==> src/rtl/fsa_pkg.sv <==
package fsa_pkg;

    typedef enum logic [1:0] {
        MODE_DOWN = 2'd0,
        MODE_FULL = 2'd1,
        MODE_TXH  = 2'd2,
        MODE_RXH  = 2'd3
    } chan_mode_e;

endpackage

==> src/rtl/fsa_act_det.sv <==
// Reports whether one sampled pin has shown an edge within the last WIN clocks.
module fsa_act_det #(
    parameter int WIN = 2700
) (
    input  logic clk,
    input  logic rst_n,
    input  logic sig_i,
    output logic active_o,
    output logic level_o
);
    localparam int CW = $clog2(WIN + 1);

    typedef struct packed {
        logic          lvl;
        logic          act;
        logic [CW-1:0] cnt;
    } det_t;

    det_t s_d, s_q;

    always_comb begin
        s_d     = s_q;
        s_d.lvl = sig_i;
        if (sig_i != s_q.lvl) begin
            s_d.act = 1'b1;
            s_d.cnt = '0;
        end else if (s_q.act) begin
            if (s_q.cnt == CW'(WIN - 1)) begin
                s_d.act = 1'b0;
                s_d.cnt = '0;
            end else begin
                s_d.cnt = s_q.cnt + CW'(1);
            end
        end
    end

    always_ff @(posedge clk) begin
        if (!rst_n) s_q <= '0;
        else        s_q <= s_d;
    end

    assign active_o = s_q.act;
    assign level_o  = s_q.lvl;
endmodule

==> src/rtl/fsa_miss_timer.sv <==
// Counts whole frame periods while both syncs are idle; flags expiry.
module fsa_miss_timer #(
    parameter int FRAME_CYC   = 2560,
    parameter int MISS_FRAMES = 16
) (
    input  logic clk,
    input  logic rst_n,
    input  logic idle_i,
    output logic expire_o
);
    localparam int FW = $clog2(FRAME_CYC);
    localparam int MW = $clog2(MISS_FRAMES + 1);

    typedef struct packed {
        logic [FW-1:0] frm;
        logic [MW-1:0] miss;
    } tmr_t;

    tmr_t s_d, s_q;

    always_comb begin
        s_d = s_q;
        if (!idle_i) begin
            s_d = '0;
        end else if (s_q.frm == FW'(FRAME_CYC - 1)) begin
            s_d.frm = '0;
            if (s_q.miss != MW'(MISS_FRAMES)) s_d.miss = s_q.miss + MW'(1);
        end else begin
            s_d.frm = s_q.frm + FW'(1);
        end
    end

    always_ff @(posedge clk) begin
        if (!rst_n) s_q <= '0;
        else        s_q <= s_d;
    end

    assign expire_o = (s_q.miss == MW'(MISS_FRAMES));
endmodule

==> src/rtl/fsync_mode_ctrl.sv <==
module fsync_mode_ctrl
    import fsa_pkg::*;
#(
    parameter int ACT_WIN     = 2700,
    parameter int FRAME_CYC   = 2560,
    parameter int MISS_FRAMES = 16,
    parameter int HOLDOFF     = 2
) (
    input  logic       clk,
    input  logic       rst_n,
    input  logic       tx_sync_i,
    input  logic       rx_sync_i,
    input  logic       rx_mclk_pd_i,
    input  logic       rx_bclk_sel_i,
    output logic [1:0] mode_o,
    output logic       mclk_sel_o,
    output logic       tx_en_o,
    output logic       rx_en_o,
    output logic       tx_out_ok_o,
    output logic       bclk_shared_o,
    output logic       freq_sel_o,
    output logic       fmt_rx_o
);
    localparam int NSIG   = 4;
    localparam int IX_TX  = 0;
    localparam int IX_RX  = 1;
    localparam int IX_MCK = 2;
    localparam int IX_BCK = 3;
    localparam int HW     = $clog2(HOLDOFF + 1);

    typedef struct packed {
        chan_mode_e    mode;
        logic [HW-1:0] pulses;
    } ctrl_t;

    logic [NSIG-1:0] sig_raw, sig_act, sig_lvl;
    logic            expired;
    logic            pd_force, any_sync, tx_rise;
    ctrl_t           s_d, s_q;

    assign sig_raw = {rx_bclk_sel_i, rx_mclk_pd_i, rx_sync_i, tx_sync_i};

    for (genvar g = 0; g < NSIG; g++) begin : g_det
        fsa_act_det #(.WIN(ACT_WIN)) u_det (
            .clk      (clk),
            .rst_n    (rst_n),
            .sig_i    (sig_raw[g]),
            .active_o (sig_act[g]),
            .level_o  (sig_lvl[g])
        );
    end

    fsa_miss_timer #(.FRAME_CYC(FRAME_CYC), .MISS_FRAMES(MISS_FRAMES)) u_tmr (
        .clk      (clk),
        .rst_n    (rst_n),
        .idle_i   (~sig_act[IX_TX] & ~sig_act[IX_RX]),
        .expire_o (expired)
    );

    function automatic chan_mode_e pick_mode(input logic t_on, input logic r_on);
        if (t_on && r_on) return MODE_FULL;
        if (t_on)         return MODE_TXH;
        return MODE_RXH;
    endfunction

    always_comb begin
        s_d      = s_q;
        pd_force = sig_lvl[IX_MCK] & ~sig_act[IX_MCK];
        any_sync = sig_act[IX_TX] | sig_act[IX_RX];
        tx_rise  = tx_sync_i & ~sig_lvl[IX_TX];

        if (pd_force) begin
            s_d.mode = MODE_DOWN;
        end else if (s_q.mode == MODE_DOWN) begin
            if (any_sync) s_d.mode = pick_mode(sig_act[IX_TX], sig_act[IX_RX]);
        end else if (expired) begin
            s_d.mode = MODE_DOWN;
        end else if (any_sync) begin
            s_d.mode = pick_mode(sig_act[IX_TX], sig_act[IX_RX]);
        end

        // wake-up hold-off: count transmit sync pulses seen while powered
        if (s_q.mode == MODE_DOWN || s_d.mode == MODE_DOWN) begin
            s_d.pulses = '0;
        end else if (tx_rise && s_q.pulses != HW'(HOLDOFF)) begin
            s_d.pulses = s_q.pulses + HW'(1);
        end
    end

    always_ff @(posedge clk) begin
        if (!rst_n) begin
            s_q.mode   <= MODE_DOWN;
            s_q.pulses <= '0;
        end else begin
            s_q <= s_d;
        end
    end

    assign mode_o        = s_q.mode;
    assign tx_en_o       = (s_q.mode == MODE_FULL) || (s_q.mode == MODE_TXH);
    assign rx_en_o       = (s_q.mode == MODE_FULL) || (s_q.mode == MODE_RXH);
    assign tx_out_ok_o   = tx_en_o && (s_q.pulses == HW'(HOLDOFF));
    assign mclk_sel_o    = (s_q.mode == MODE_RXH) && sig_act[IX_MCK];
    assign fmt_rx_o      = (s_q.mode == MODE_RXH);
    assign bclk_shared_o = ~sig_act[IX_BCK];
    assign freq_sel_o    = sig_act[IX_BCK] | sig_lvl[IX_BCK];
endmodule

==> config.mk <==
export PLATFORM = sky130hd
export DESIGN_NAME = fsync_mode_ctrl
export DESIGN_NICKNAME = d
export VERILOG_FILES = /design/src/rtl/fsa_pkg.sv /design/src/rtl/fsa_act_det.sv /design/src/rtl/fsa_miss_timer.sv /design/src/rtl/fsync_mode_ctrl.sv
export SDC_FILE = /design/constraint.sdc
export NUM_CORES = 1
export LEC_CHECK = 0
export CORE_UTILIZATION = 35
export DETAILED_ROUTE_END_ITERATION = 10
export MAX_ROUTING_LAYER = met4
export SLEW_MARGIN = 20
export SYNTH_ARGS = -nofsm -noshare
export SYNTH_HDL_FRONTEND = slang
export SYNTH_SLANG_ARGS = --single-unit
==> constraint.sdc <==
create_clock -name clk -period 1.8 [get_ports clk]
set_input_delay 0.18 -clock clk [delete_from_list [all_inputs] [get_ports clk]]
set_output_delay 0.18 -clock clk [all_outputs]
set_load 0.1 [all_outputs]
==> results.toml <==
[worst_setup_path]
cp_max_fo = 6
critPathLaunchType = "flop"
crit_top_cell = "or4_4"
slowest_stage = "or4_4"
arrival_ps = 2010
worstPathRequired_ps = 2070
critPathTopFamily = "simple AND/OR/NAND/NOR gates"
criticalPathCategory = "flop to flop"
crit_chain = "ha_4 -> nand4b_1 -> or4_4 -> or4_4 -> a21oi_2"
cp_slowest_stage_delay_ps = 490
critical_path_buf_inv_count = 0
end_kind = "flop"

[sta]
grt_setup_unrepaired = "yes"
setup_violations = 0
period_needed_ps = 1740
layout_setup_ws_ps = 58.5
finClkSkew_ps = 11.1
worst_pin_slew_ps = 456
holdWs_ps = 471
final_max_slew_viol_count = 0
hold_viol_final = 0
relSlewSlack_pct = 69.2
post-route-period-util_pct = 96.8
clock.fmax_ghz = 0.574

[finish]
final_util_pct = 43.4
final_common_cell = "dfxtp_1"
post_route_cells_drive_above_1_share_pct = 14.0
final_area_um2 = 4520
fin_nets = 500
areaGrowthSynthToFinish_pct = 18.8
final_cell_mix = "dfxtp_1, nand2_1, nor2_1"
nFillCells = 1028
diodes = 0

[synth]
syn_nets = 472
synth.distinct_cells = 45
synth-seq-area-share_pct = 40.5
synth-warning-count = 0
synth_edf_count = 0
postSynthAreaPerCell_um2 = 8.39
netlist_area_um2 = 3810
ys_ff_latch = 77
synthCells = 454
ys.flop_type = "dfxtp_1"
async_reset_ff_share_pct = 0

[placed_design]
gp_congestion = 0.840
placed_area_um2 = 4300
dpl.hpwl_mm = 5.56
port_buffers = 14
dp_slack_ps = 70.8

[pwr]
p_switching_w = 0.000946
sequentialPowerShare_pct = 52.0
ir_worst_vdd_v = 0.000413
sw_frac_of_total_pct = 28.0
p_per_area_nw_per_um2 = 746
power.internal_w = 0.00243
combinationalPowerShare_pct = 13.6
p_clk_share_pct = 34.4
p_total_w = 0.00338
p_leak_nw = 1.53

[grt]
grt_pass1_vias = 3113
track_usage_pct = 15.3
grt_antenna_before_repair = 0
grt_first_pass_wirelength_mm = 13.8
grt_overflow = 0
grt_max_degree = 23

[run]
cap_viol_max_count = 0

[status]
run_status = "completed"

[floorplanning]
start_util_pct = 36.6
die-area_um2 = 11300
rows = 37
core_um2 = 10400
die_h_um = 106
io_pins = 15
die_w_um = 106

[clocking]
clockRootBuffer = "clkbuf_8"
cts_made_buffers = 9
cts_tree = "yes"
h-tree-depth = 3
path_clk_slew_ps = 80
ctsHoldBuffers = 0
clock_latency_ps = 330
clock_sinks = 77
clock_path_buffers = 2

[min_path]
hold_class = "flop to flop"

[detailed_routing]
drt_wl_total_mm = 7.77
vias = 3289
routedWlPerCell_um = 12.5
drt-initial-drc-count = 141
drc = 0
final_antenna_net_count = 0
drtPass1Iterations = 5
vias_per_cell = 5.28
## layout make-up
cell class	count	area (µm²)	share of cell area (%)
clock inverter	6	38.8	0.857
inverter	15	56.3	1.24
sequential	77	1550	34.3
multi-input combinational	343	2170	48.0
tap	136	170	3.76
timing repair buffer	36	395	8.74
clock buffer	10	138	3.04
## worst register-to-register path: cells and delay by family (launching register included)
kind / cells / cell delay, ps
and+or+nand+nor: 3 / 1040
AOI/OAI and AO/OA: 1 / 120
adders and majority gates: 1 / 130
DFF: 1 / 390
## cells by family after synthesis
kind of cell	after synthesis	synth area share [%]
AO/OA/AOI/OAI	63	10.4
XOR/XNOR	30	6.90
adder cells (fa/ha/maj)	12	3.94
buffers and inverters	34	3.58
flip-flops	77	40.5
multiplexers	1	0.263
AND/OR/NAND/NOR	237	34.4
## flip-flops by register name, indices dropped and copies added, names as in the netlist
name,cells
g_det.u_det.active_o,4
g_det.u_det.level_o,4
g_det.u_det.s_q,48
mode_o,2
s_q,2
u_tmr.s_q,17
## per-layer routing
layer	global-route usage [%]	vias up	wire, µm
met4	5.06	0	71
met5	-	-	0
met3	2.64	7	187
met2	24.4	35	3590
met1	19.7	1545	3920
li1	-	1702	-
## final timing paths
check                                             start                         to  slack (ps)  cells after the start
worst max-delay path            u_tmr.s_q[5]$_SDFF_PP0_  u_tmr.s_q[2]$_SDFFE_PN0P_          60                      5
worst max register to register  u_tmr.s_q[5]$_SDFF_PP0_  u_tmr.s_q[2]$_SDFFE_PN0P_          60                      5
worst min register to register  u_tmr.s_q[5]$_SDFF_PP0_    u_tmr.s_q[5]$_SDFF_PP0_         470                      1
worst min-delay path            u_tmr.s_q[5]$_SDFF_PP0_    u_tmr.s_q[5]$_SDFF_PP0_         470                      1
## power by group through the flow
stage | Clock (W) | Sequential (W) | Combinational, W
6_report | 0.00116 | 0.00176 | 0.000459
3_3_place_gp | 0 | 0.00180 | 0.000448
2_1_floorplan | 0 | 0.00180 | 0.000289
5_1_grt | 0.00129 | 0.00176 | 0.000493
4_1_cts | 0.00122 | 0.00176 | 0.000455
3_5_place_dp | 0 | 0.00180 | 0.000454
## cell usage after synthesis (all sizes together), types with 7 or more instances
library cell	n	area share [%]
a21oi	22	2.9
nand4b	7	1.6
o21ai	8	1.1
dfxtp	77	40
clkbuf	17	1.7
xor2	15	3.4
or3	7	1.1
nand4	25	4.5
xnor2	15	3.4
nor2	42	4.1
and3	12	2.0
nor3	9	1.2
ha	12	3.9
nand2	47	4.6
a31oi	10	1.6
nand3b	8	1.6
and2	8	1.3
nand3	32	4.2
inv	15	1.5
## per-stage QoR
stage                     TNS [ps]  instances
after floorplan              -41.3        454
after CTS                        0        619
after global routing         -38.8        623
after detailed placement         0        603
after global placement           0        603
final                            0        623
## timing repair
| action | in CTS | in global routing |
|---|---|---|
| setup endpoints to repair | 0 | 17 |
| buffers inserted | 0 | 4 |
| resized for setup | 0 | 6 |
Note: power is estimated with default switching activity, not from simulation.
